`config.mk`:
```
export PLATFORM = sky130hd
export DESIGN_NAME = fb_link_framer
export DESIGN_NICKNAME = d
export VERILOG_FILES = /design/src/rtl/fb_pkg.sv /design/src/rtl/fb_crc_step.sv /design/src/rtl/fb_rx_framer.sv /design/src/rtl/fb_rsp_store.sv /design/src/rtl/fb_tx_framer.sv /design/src/rtl/fb_link_framer.sv
export SDC_FILE = /design/constraint.sdc
export NUM_CORES = 1
export LEC_CHECK = 0
export BUFFER_PORTS_ARGS = -buffer_cell sky130_fd_sc_hd__buf_2
export CAP_MARGIN = 20
export CORE_MARGIN = 2
export CORE_UTILIZATION = 56
export CTS_CLUSTER_DIAMETER = 80
export DETAILED_ROUTE_END_ITERATION = 10
export GPL_TIMING_DRIVEN = 0
export PLACE_DENSITY = 0.86
export SKIP_LAST_GASP = 1
export SLEW_MARGIN = 20
export SYNTH_ARGS = -nofsm -noshare
export SYNTH_HDL_FRONTEND = slang
export SYNTH_SLANG_ARGS = --single-unit
```
`constraint.sdc`:
```
create_clock -name clk_i -period 4.15 [get_ports clk_i]
set_clock_uncertainty 0.05 [all_clocks]
set_input_delay 0.415 -clock clk_i [delete_from_list [all_inputs] [get_ports clk_i]]
set_output_delay 0.415 -clock clk_i [all_outputs]
set_load 0.02 [all_outputs]
```
`src/rtl/fb_pkg.sv`:
```
package fb_pkg;
  localparam logic [7:0] FLAG_CMD    = 8'h66;
  localparam logic [7:0] FLAG_TX     = 8'h99;
  localparam logic [7:0] FLAG_SLEEP  = 8'hCC;
  localparam logic [7:0] ST_WAKE     = 8'h11;
  localparam logic [7:0] ST_COMM_ERR = 8'hFF;
  localparam logic [7:0] ST_EXEC_ERR = 8'h0F;
  localparam logic [7:0] ST_OK       = 8'h00;
  localparam logic [15:0] CRC_POLY   = 16'h8005;

  typedef enum logic {RX_FLAG, RX_BLOCK} rx_state_e;
endpackage

```
`src/rtl/fb_crc_step.sv`:
```
module fb_crc_step #(
  parameter logic [15:0] POLY = 16'h8005
) (
  input  logic [15:0] crc_i,
  input  logic [7:0]  data_i,
  output logic [15:0] crc_o
);
  logic [15:0] acc;
  logic        fb;

  // wire order: bit 0 of each byte first
  always_comb begin
    acc = crc_i;
    fb  = 1'b0;
    for (int i = 0; i < 8; i++) begin
      fb  = data_i[i] ^ acc[15];
      acc = {acc[14:0], 1'b0} ^ (fb ? POLY : 16'h0000);
    end
    crc_o = acc;
  end
endmodule

```
`src/rtl/fb_rx_framer.sv`:
```
module fb_rx_framer
  import fb_pkg::*;
#(
  parameter int MIN_COUNT = 4,
  parameter int MAX_COUNT = 39
) (
  input  logic       clk_i,
  input  logic       rst_ni,
  input  logic       rx_valid_i,
  input  logic [7:0] rx_data_i,
  input  logic       busy_i,
  input  logic       tx_busy_i,
  output logic       cmd_valid_o,
  output logic       cmd_first_o,
  output logic [7:0] cmd_data_o,
  output logic       ev_ok_o,
  output logic       ev_err_o,
  output logic       ev_tx_o,
  output logic       ev_sleep_o
);
  localparam logic [7:0] MIN_C = 8'(MIN_COUNT);
  localparam logic [7:0] MAX_C = 8'(MAX_COUNT);

  rx_state_e   state_q;
  logic [7:0]  idx_q, len_q, crc_lo_q;
  logic        bad_q;
  logic [15:0] crc_q, crc_in, crc_nxt;

  logic       take, in_flag, open_blk, in_blk, first_b, bad_now, last_b;
  logic       pkt_b, lo_b, crc_match;
  logic [7:0] len_now;

  assign take     = rx_valid_i && !tx_busy_i;
  assign in_flag  = take && (state_q == RX_FLAG);
  assign in_blk   = take && (state_q == RX_BLOCK);
  assign first_b  = in_blk && (idx_q == 8'd0);

  assign open_blk   = in_flag && (rx_data_i == FLAG_CMD) && !busy_i;
  assign ev_tx_o    = in_flag && (rx_data_i == FLAG_TX) && !busy_i;
  assign ev_sleep_o = in_flag && (rx_data_i == FLAG_SLEEP);

  assign len_now = first_b ? ((rx_data_i == 8'd0) ? 8'd1 : rx_data_i) : len_q;
  assign bad_now = first_b ? ((rx_data_i < MIN_C) || (rx_data_i > MAX_C)) : bad_q;
  assign last_b  = in_blk && (idx_q == len_now - 8'd1);
  assign pkt_b   = in_blk && !first_b && !bad_now && (idx_q <= len_now - 8'd3);
  assign lo_b    = in_blk && !first_b && (idx_q == len_now - 8'd2);

  assign crc_in    = first_b ? 16'h0000 : crc_q;
  assign crc_match = ({rx_data_i, crc_lo_q} == crc_q);

  assign ev_ok_o  = last_b && !bad_now && crc_match;
  assign ev_err_o = last_b && (bad_now || !crc_match);

  fb_crc_step #(.POLY(CRC_POLY)) u_crc (
    .crc_i (crc_in),
    .data_i(rx_data_i),
    .crc_o (crc_nxt)
  );

  always_ff @(posedge clk_i or negedge rst_ni) begin
    if (!rst_ni) begin
      state_q  <= RX_FLAG;
      idx_q    <= '0;
      len_q    <= '0;
      bad_q    <= 1'b0;
      crc_q    <= '0;
      crc_lo_q <= '0;
    end else begin
      if (open_blk) begin
        state_q <= RX_BLOCK;
        idx_q   <= '0;
      end
      if (in_blk) begin
        idx_q <= idx_q + 8'd1;
        if (first_b) begin
          len_q <= len_now;
          bad_q <= bad_now;
          crc_q <= crc_nxt;
        end else if (pkt_b) begin
          crc_q <= crc_nxt;
        end
        if (lo_b) crc_lo_q <= rx_data_i;
        if (last_b) state_q <= RX_FLAG;
      end
    end
  end

  always_ff @(posedge clk_i or negedge rst_ni) begin
    if (!rst_ni) begin
      cmd_valid_o <= 1'b0;
      cmd_first_o <= 1'b0;
      cmd_data_o  <= '0;
    end else begin
      cmd_valid_o <= pkt_b;
      cmd_first_o <= pkt_b && (idx_q == 8'd1);
      if (pkt_b) cmd_data_o <= rx_data_i;
    end
  end
endmodule

```
`src/rtl/fb_rsp_store.sv`:
```
module fb_rsp_store
  import fb_pkg::*;
#(
  parameter int DEPTH = 8,
  localparam int LW = $clog2(DEPTH + 1),
  localparam int IW = $clog2(DEPTH)
) (
  input  logic          clk_i,
  input  logic          rst_ni,
  input  logic          sleep_i,
  input  logic          ld_err_i,
  input  logic          start_i,
  input  logic          push_i,
  input  logic [7:0]    data_i,
  input  logic          done_i,
  input  logic          exec_err_i,
  input  logic [IW-1:0] rd_idx_i,
  output logic [7:0]    rd_data_o,
  output logic [LW-1:0] len_o,
  output logic          busy_o
);
  localparam logic [LW-1:0] FULL = LW'(DEPTH);

  logic [LW-1:0] len_q, len_d;
  logic          busy_q, busy_d;
  logic          wr_en;
  logic [IW-1:0] wr_idx;
  logic [7:0]    wr_data;
  logic [7:0]    rows [DEPTH];

  always_comb begin
    len_d   = len_q;
    busy_d  = busy_q;
    wr_en   = 1'b0;
    wr_idx  = '0;
    wr_data = '0;
    if (sleep_i) begin
      wr_en = 1'b1; wr_data = ST_WAKE; len_d = LW'(1); busy_d = 1'b0;
    end else if (ld_err_i) begin
      wr_en = 1'b1; wr_data = ST_COMM_ERR; len_d = LW'(1); busy_d = 1'b0;
    end else if (start_i) begin
      len_d = '0; busy_d = 1'b1;
    end else if (busy_q) begin
      if (exec_err_i) begin
        wr_en = 1'b1; wr_data = ST_EXEC_ERR; len_d = LW'(1); busy_d = 1'b0;
      end else begin
        if (push_i && (len_q < FULL)) begin
          wr_en   = 1'b1;
          wr_idx  = IW'(len_q);
          wr_data = data_i;
          len_d   = len_q + LW'(1);
        end
        if (done_i) begin
          busy_d = 1'b0;
          if (!push_i && (len_q == '0)) begin
            wr_en = 1'b1; wr_data = ST_OK; len_d = LW'(1);
          end
        end
      end
    end
  end

  for (genvar g = 0; g < DEPTH; g++) begin : g_row
    logic [7:0] q;
    always_ff @(posedge clk_i or negedge rst_ni) begin
      if (!rst_ni)                            q <= (g == 0) ? ST_WAKE : 8'h00;
      else if (wr_en && (wr_idx == IW'(g)))   q <= wr_data;
    end
    assign rows[g] = q;
  end

  always_ff @(posedge clk_i or negedge rst_ni) begin
    if (!rst_ni) begin
      len_q  <= LW'(1);
      busy_q <= 1'b0;
    end else begin
      len_q  <= len_d;
      busy_q <= busy_d;
    end
  end

  assign rd_data_o = rows[rd_idx_i];
  assign len_o     = len_q;
  assign busy_o    = busy_q;
endmodule

```
`src/rtl/fb_tx_framer.sv`:
```
module fb_tx_framer
  import fb_pkg::*;
#(
  parameter int DEPTH = 8,
  localparam int LW = $clog2(DEPTH + 1),
  localparam int IW = $clog2(DEPTH),
  localparam int PW = $clog2(DEPTH + 3)
) (
  input  logic          clk_i,
  input  logic          rst_ni,
  input  logic          start_i,
  input  logic [LW-1:0] len_i,
  output logic [IW-1:0] rd_idx_o,
  input  logic [7:0]    rd_data_i,
  output logic          tx_valid_o,
  output logic [7:0]    tx_data_o,
  input  logic          tx_ready_i,
  output logic          busy_o
);
  logic          active_q;
  logic [PW-1:0] pos_q, lenp;
  logic [15:0]   crc_q, crc_in, crc_nxt;
  logic          fire, last_b, body_b;

  assign lenp     = PW'(len_i);
  assign rd_idx_o = IW'(pos_q - PW'(1));
  assign body_b   = (pos_q <= lenp);
  assign last_b   = (pos_q == lenp + PW'(2));
  assign fire     = active_q && tx_ready_i;

  always_comb begin
    if (pos_q == '0)                 tx_data_o = 8'(len_i) + 8'd3;
    else if (body_b)                 tx_data_o = rd_data_i;
    else if (pos_q == lenp + PW'(1)) tx_data_o = crc_q[7:0];
    else                             tx_data_o = crc_q[15:8];
  end

  assign crc_in = (pos_q == '0) ? 16'h0000 : crc_q;

  fb_crc_step #(.POLY(CRC_POLY)) u_crc (
    .crc_i (crc_in),
    .data_i(tx_data_o),
    .crc_o (crc_nxt)
  );

  always_ff @(posedge clk_i or negedge rst_ni) begin
    if (!rst_ni) begin
      active_q <= 1'b0;
      pos_q    <= '0;
      crc_q    <= '0;
    end else if (start_i && !active_q) begin
      active_q <= 1'b1;
      pos_q    <= '0;
    end else if (fire) begin
      pos_q <= pos_q + PW'(1);
      if (body_b) crc_q <= crc_nxt;
      if (last_b) active_q <= 1'b0;
    end
  end

  assign tx_valid_o = active_q;
  assign busy_o     = active_q;
endmodule

```
`src/rtl/fb_link_framer.sv`:
```
module fb_link_framer #(
  parameter int RSP_DEPTH = 8,
  parameter int MIN_COUNT = 4,
  parameter int MAX_COUNT = 39
) (
  input  logic       clk_i,
  input  logic       rst_ni,
  input  logic       rx_valid_i,
  input  logic [7:0] rx_data_i,
  output logic       cmd_valid_o,
  output logic       cmd_first_o,
  output logic [7:0] cmd_data_o,
  output logic       cmd_end_o,
  output logic       cmd_abort_o,
  input  logic       rsp_push_i,
  input  logic [7:0] rsp_data_i,
  input  logic       rsp_done_i,
  input  logic       exec_err_i,
  output logic       tx_valid_o,
  output logic [7:0] tx_data_o,
  input  logic       tx_ready_i,
  output logic       sleep_o
);
  localparam int LW = $clog2(RSP_DEPTH + 1);
  localparam int IW = $clog2(RSP_DEPTH);

  logic          ev_ok, ev_err, ev_tx, ev_sleep;
  logic          rsp_busy, tx_busy;
  logic [LW-1:0] rsp_len;
  logic [IW-1:0] rd_idx;
  logic [7:0]    rd_data;

  fb_rx_framer #(.MIN_COUNT(MIN_COUNT), .MAX_COUNT(MAX_COUNT)) u_rx (
    .clk_i      (clk_i),
    .rst_ni     (rst_ni),
    .rx_valid_i (rx_valid_i),
    .rx_data_i  (rx_data_i),
    .busy_i     (rsp_busy),
    .tx_busy_i  (tx_busy),
    .cmd_valid_o(cmd_valid_o),
    .cmd_first_o(cmd_first_o),
    .cmd_data_o (cmd_data_o),
    .ev_ok_o    (ev_ok),
    .ev_err_o   (ev_err),
    .ev_tx_o    (ev_tx),
    .ev_sleep_o (ev_sleep)
  );

  fb_rsp_store #(.DEPTH(RSP_DEPTH)) u_rsp (
    .clk_i     (clk_i),
    .rst_ni    (rst_ni),
    .sleep_i   (ev_sleep),
    .ld_err_i  (ev_err),
    .start_i   (ev_ok),
    .push_i    (rsp_push_i),
    .data_i    (rsp_data_i),
    .done_i    (rsp_done_i),
    .exec_err_i(exec_err_i),
    .rd_idx_i  (rd_idx),
    .rd_data_o (rd_data),
    .len_o     (rsp_len),
    .busy_o    (rsp_busy)
  );

  fb_tx_framer #(.DEPTH(RSP_DEPTH)) u_tx (
    .clk_i     (clk_i),
    .rst_ni    (rst_ni),
    .start_i   (ev_tx),
    .len_i     (rsp_len),
    .rd_idx_o  (rd_idx),
    .rd_data_i (rd_data),
    .tx_valid_o(tx_valid_o),
    .tx_data_o (tx_data_o),
    .tx_ready_i(tx_ready_i),
    .busy_o    (tx_busy)
  );

  always_ff @(posedge clk_i or negedge rst_ni) begin
    if (!rst_ni) begin
      cmd_end_o   <= 1'b0;
      cmd_abort_o <= 1'b0;
      sleep_o     <= 1'b0;
    end else begin
      cmd_end_o   <= ev_ok;
      cmd_abort_o <= ev_err;
      sleep_o     <= ev_sleep;
    end
  end
endmodule

```
==> impl_results.md <==
* Status: completed
* FF+latch count, synth at 145
* Worst-path clk slew at 60 ps
* Synth async-reset ratio at 100%
* Core Area at 15,900 sq um
* Cells after synthesis at 881
* Worst-case clock buffer depth at 2
* Max_cap viols at 0
* Crit path arrival time at 4360 ps
* Critical Path Max Stage Delay at 570 ps
* Post-synthesis sequential area ratio at 39.6%
* Via count at 7,403
* Worst r2r dst: u_rsp.g_row[7].q[6]
* Worst min-delay path category: in -> reg
* Number of global-route vias before repair at 7,269
* Final Hold Fails at 0
* Max-slew headroom at 36.4%
* Setup-failing EPs final at 0
* Routed WL per cell at 20.2 um
* Reg2Reg Depth at 16
* Final period util at 98.5%
* Clk_lat worst skew at 440 ps
* Clock Sinks at 145
* Synth Flop Type: dfrtp_1
* Placed wire-length estimate at 15,600 um
* Initial antenna violation count at 0
* Sequential share of power at 26.0%
* RR Startpoint: u_rx.idx_q[1]
* Worst Tran Pin Value at 952 ps
* CP Capture Type: flip-flop
* TritonRoute pass-1 iters at 5
* GRT Residual Overflow at 0
* Critical-path top delay cell: or4_1
* Critical path's top delay family: simple AND/OR/NAND/NOR gates
* CTS tree: done
* I/O Buffers at 39
* Worst path cell trace: clkbuf_4, inv_1, ha_2, or3b_4, nor3_4, buf_4, mux2_1, nand2_1, nor2_1, xnor2_1, nand4b_4, buf_4, nand2_8, or4_1, buf_6, mux2_4
* CTS H-tree depth at 4
* RSZ-0062 raised after global routing: true
* Overall Power at 7470 uW
* CP Max Fanout at 9
* P_sw at 3020 uW
* Largest net degree at the start of global routing at 88
* Combinational power share at 52.1%
* Cell variety after synth at 71
* Syn_nets at 931
* N_diodes at 0
* Die ar. at 17,400 sq um
* Dpl ws at -1280 ps
* CTS buffer count at 17
* Final ANT Viol Nets at 0
* Vias/cell at 6.22
* Pint at 4450 uW
* Most frequent cells in the layout: 141 x dfrtp_1, 97 x nand2_1, 74 x xnor2_1
* IO Pins at 45
* Reg2reg setup slack at 60 ps
* Min cycle time layout at 4090 ps
* Synth Cell Area at 9170 sq um
* Placed cell areas at 9690 sq um
* Crit Path Category: reg -> reg
* Pwr/cell area at 695 nW/um^2
* Worst Hold Path EP: u_tx.pos_q[1]
* Clock Power Share at 21.9%
* DRC at 0
* Routed wire length at 24,000 um
* All-Layer GR Usage at 27.3%
* Critical path launch point: u_rx.idx_q[1]
* Hold Startpoint: tx_ready_i
* Most common cell after layout, fill and taps aside: dfrtp_1
* Share of cells above drive strength 1 at 27.0%
* Finished Cell Area at 10,800 sq um
* DR iter-0 viols at 811
* Area delta synth->final at 17.3%
* Buf/Inv on CP at 5
* Sw Share at 40.5%
* Req. time, crit path at 4420 ps
* Leakage power at 0.00490 uW
* Global-route wire length before repair at 37,600 um
* Initial Util at 57.5%
* Synth warn at 0
* Fmax at 245 MHz
* Fin nets at 1,013
* Die Y-Extent at 132 um
* Post-Syn Area per Cell at 10.4 sq um
* Post-synth EDFFs at 0
* Clock root buffer: clkbuf_16
* Width of the die at 132 um
* Final setup TNS at 0 ps
* CP Launch Type: flip-flop
* Maximum VDD drop at 0.343 mV
* Row count at 46
* Final worst slack at 63.5 ps
* Placer's final routability congestion estimate at 0.917
* Slew Viols, Final at 0
* Hold path depth at 3
* Most frequent CP cell: buf_4
cells by family after synthesis:
group           count (synthesis)  share of synthesized area (%)
flops                         145                           39.6
fa+ha+maj                      27                           3.69
buf+inv                        82                           3.71
compound gates                139                           9.52
simple gates                  269                           16.0
xor+xnor                       98                           10.0
mux                           121                           17.4
power by group through the flow:
| stage | clock (uW) | sequential, uW | combinational [uW] |
|---|---|---|---|
| CTS | 1640 | 1930 | 3570 |
| detailed placement | 0 | 1950 | 3440 |
| finish | 1640 | 1940 | 3890 |
| global placement | 0 | 1940 | 3330 |
| global route | 1700 | 1970 | 4210 |
| floorplan | 0 | 1940 | 2680 |
worst reg2reg max path, cell delays in order (launching register included):
cell	delay [ps]
dfrtp_1	370
clkbuf_4	170
inv_1	80
ha_2	190
or3b_4	420
nor3_4	260
buf_4	160
mux2_1	370
nand2_1	130
nor2_1	70
xnor2_1	200
nand4b_4	180
buf_4	160
nand2_8	90
or4_1	580
buf_6	180
mux2_4	310
metal layers:
metal,up-vias,GRT usage [%],share of wire [%]
met5,-,0,0
met4,0,12.4,3.5
met3,76,5.73,7.5
met2,415,42.2,47
met1,3630,37.0,42
li1,3282,-,-
metrics by stage:
stage / std cells / utilization [%] / hold WS [ps]
global placement: 1136 / 60.5 / 417
finish: 1191 / 67.5 / 235
detailed placement: 1137 / 60.8 / 326
floorplan: 881 / - / 69.4
CTS: 1179 / 65.6 / 230
global route: 1191 / 67.5 / 261
timing repair:
item                                   4_1_cts  5_1_grt
setup endpoints to repair                  117      107
pin swaps                                    4        8
resized for setup                           22       54
setup buffers                               11       12
hold buffers                                 1        0
endpoints found under the hold margin       58        0
cloned                                       0        0
worst max-delay path by stage:
stage / endpoint / cells after the start
after floorplan: u_tx.crc_q[15] / 15
after global placement: u_tx.crc_q[15] / 15
after detailed placement: u_tx.crc_q[15] / 15
after CTS: u_tx.crc_q[15] / 15
after global routing: u_rx.crc_q[9] / 19
final: u_rsp.g_row[7].q[6] / 16
cells in the mapped netlist (19+ instances only):
master	count	share of area [%]
o21ai_0	54	2.9
ha_1	27	3.7
nor2_1	35	1.4
mux2_4	24	3.9
nand2_1	99	4.1
clkbuf_1	35	1.4
dfrtp_1	142	39
mux2i_1	20	2.2
nand3_1	34	1.9
mux2_2	59	7.2
a21oi_1	30	1.6
xor2_1	19	1.8
xnor2_1	74	7.1
inv_1	32	1.3
sequential cells by signal, summed over array words and instances, names as in the netlist, 4 cells and up:
signal and count:
u_tx.crc_q 16, u_rsp.g_row.q 64, u_rx.cmd_data_o 8, u_rx.idx_q 8
u_rx.len_q 8, u_rx.crc_lo_q 8, u_rsp.len_o 4, u_rx.crc_q 16
u_tx.pos_q 4
layout make-up:
cell class                 instances  area (sq um)
tap                              216           270
inverter                          33           124
sequential                       145          3630
multi-input combinational        654          5360
clock inverter                     8           154
timing repair buffer              64           460
clock buffer                      23           468
fill                            1110          5190
buffer                            48           289
(Power assumes the default switching activity.)
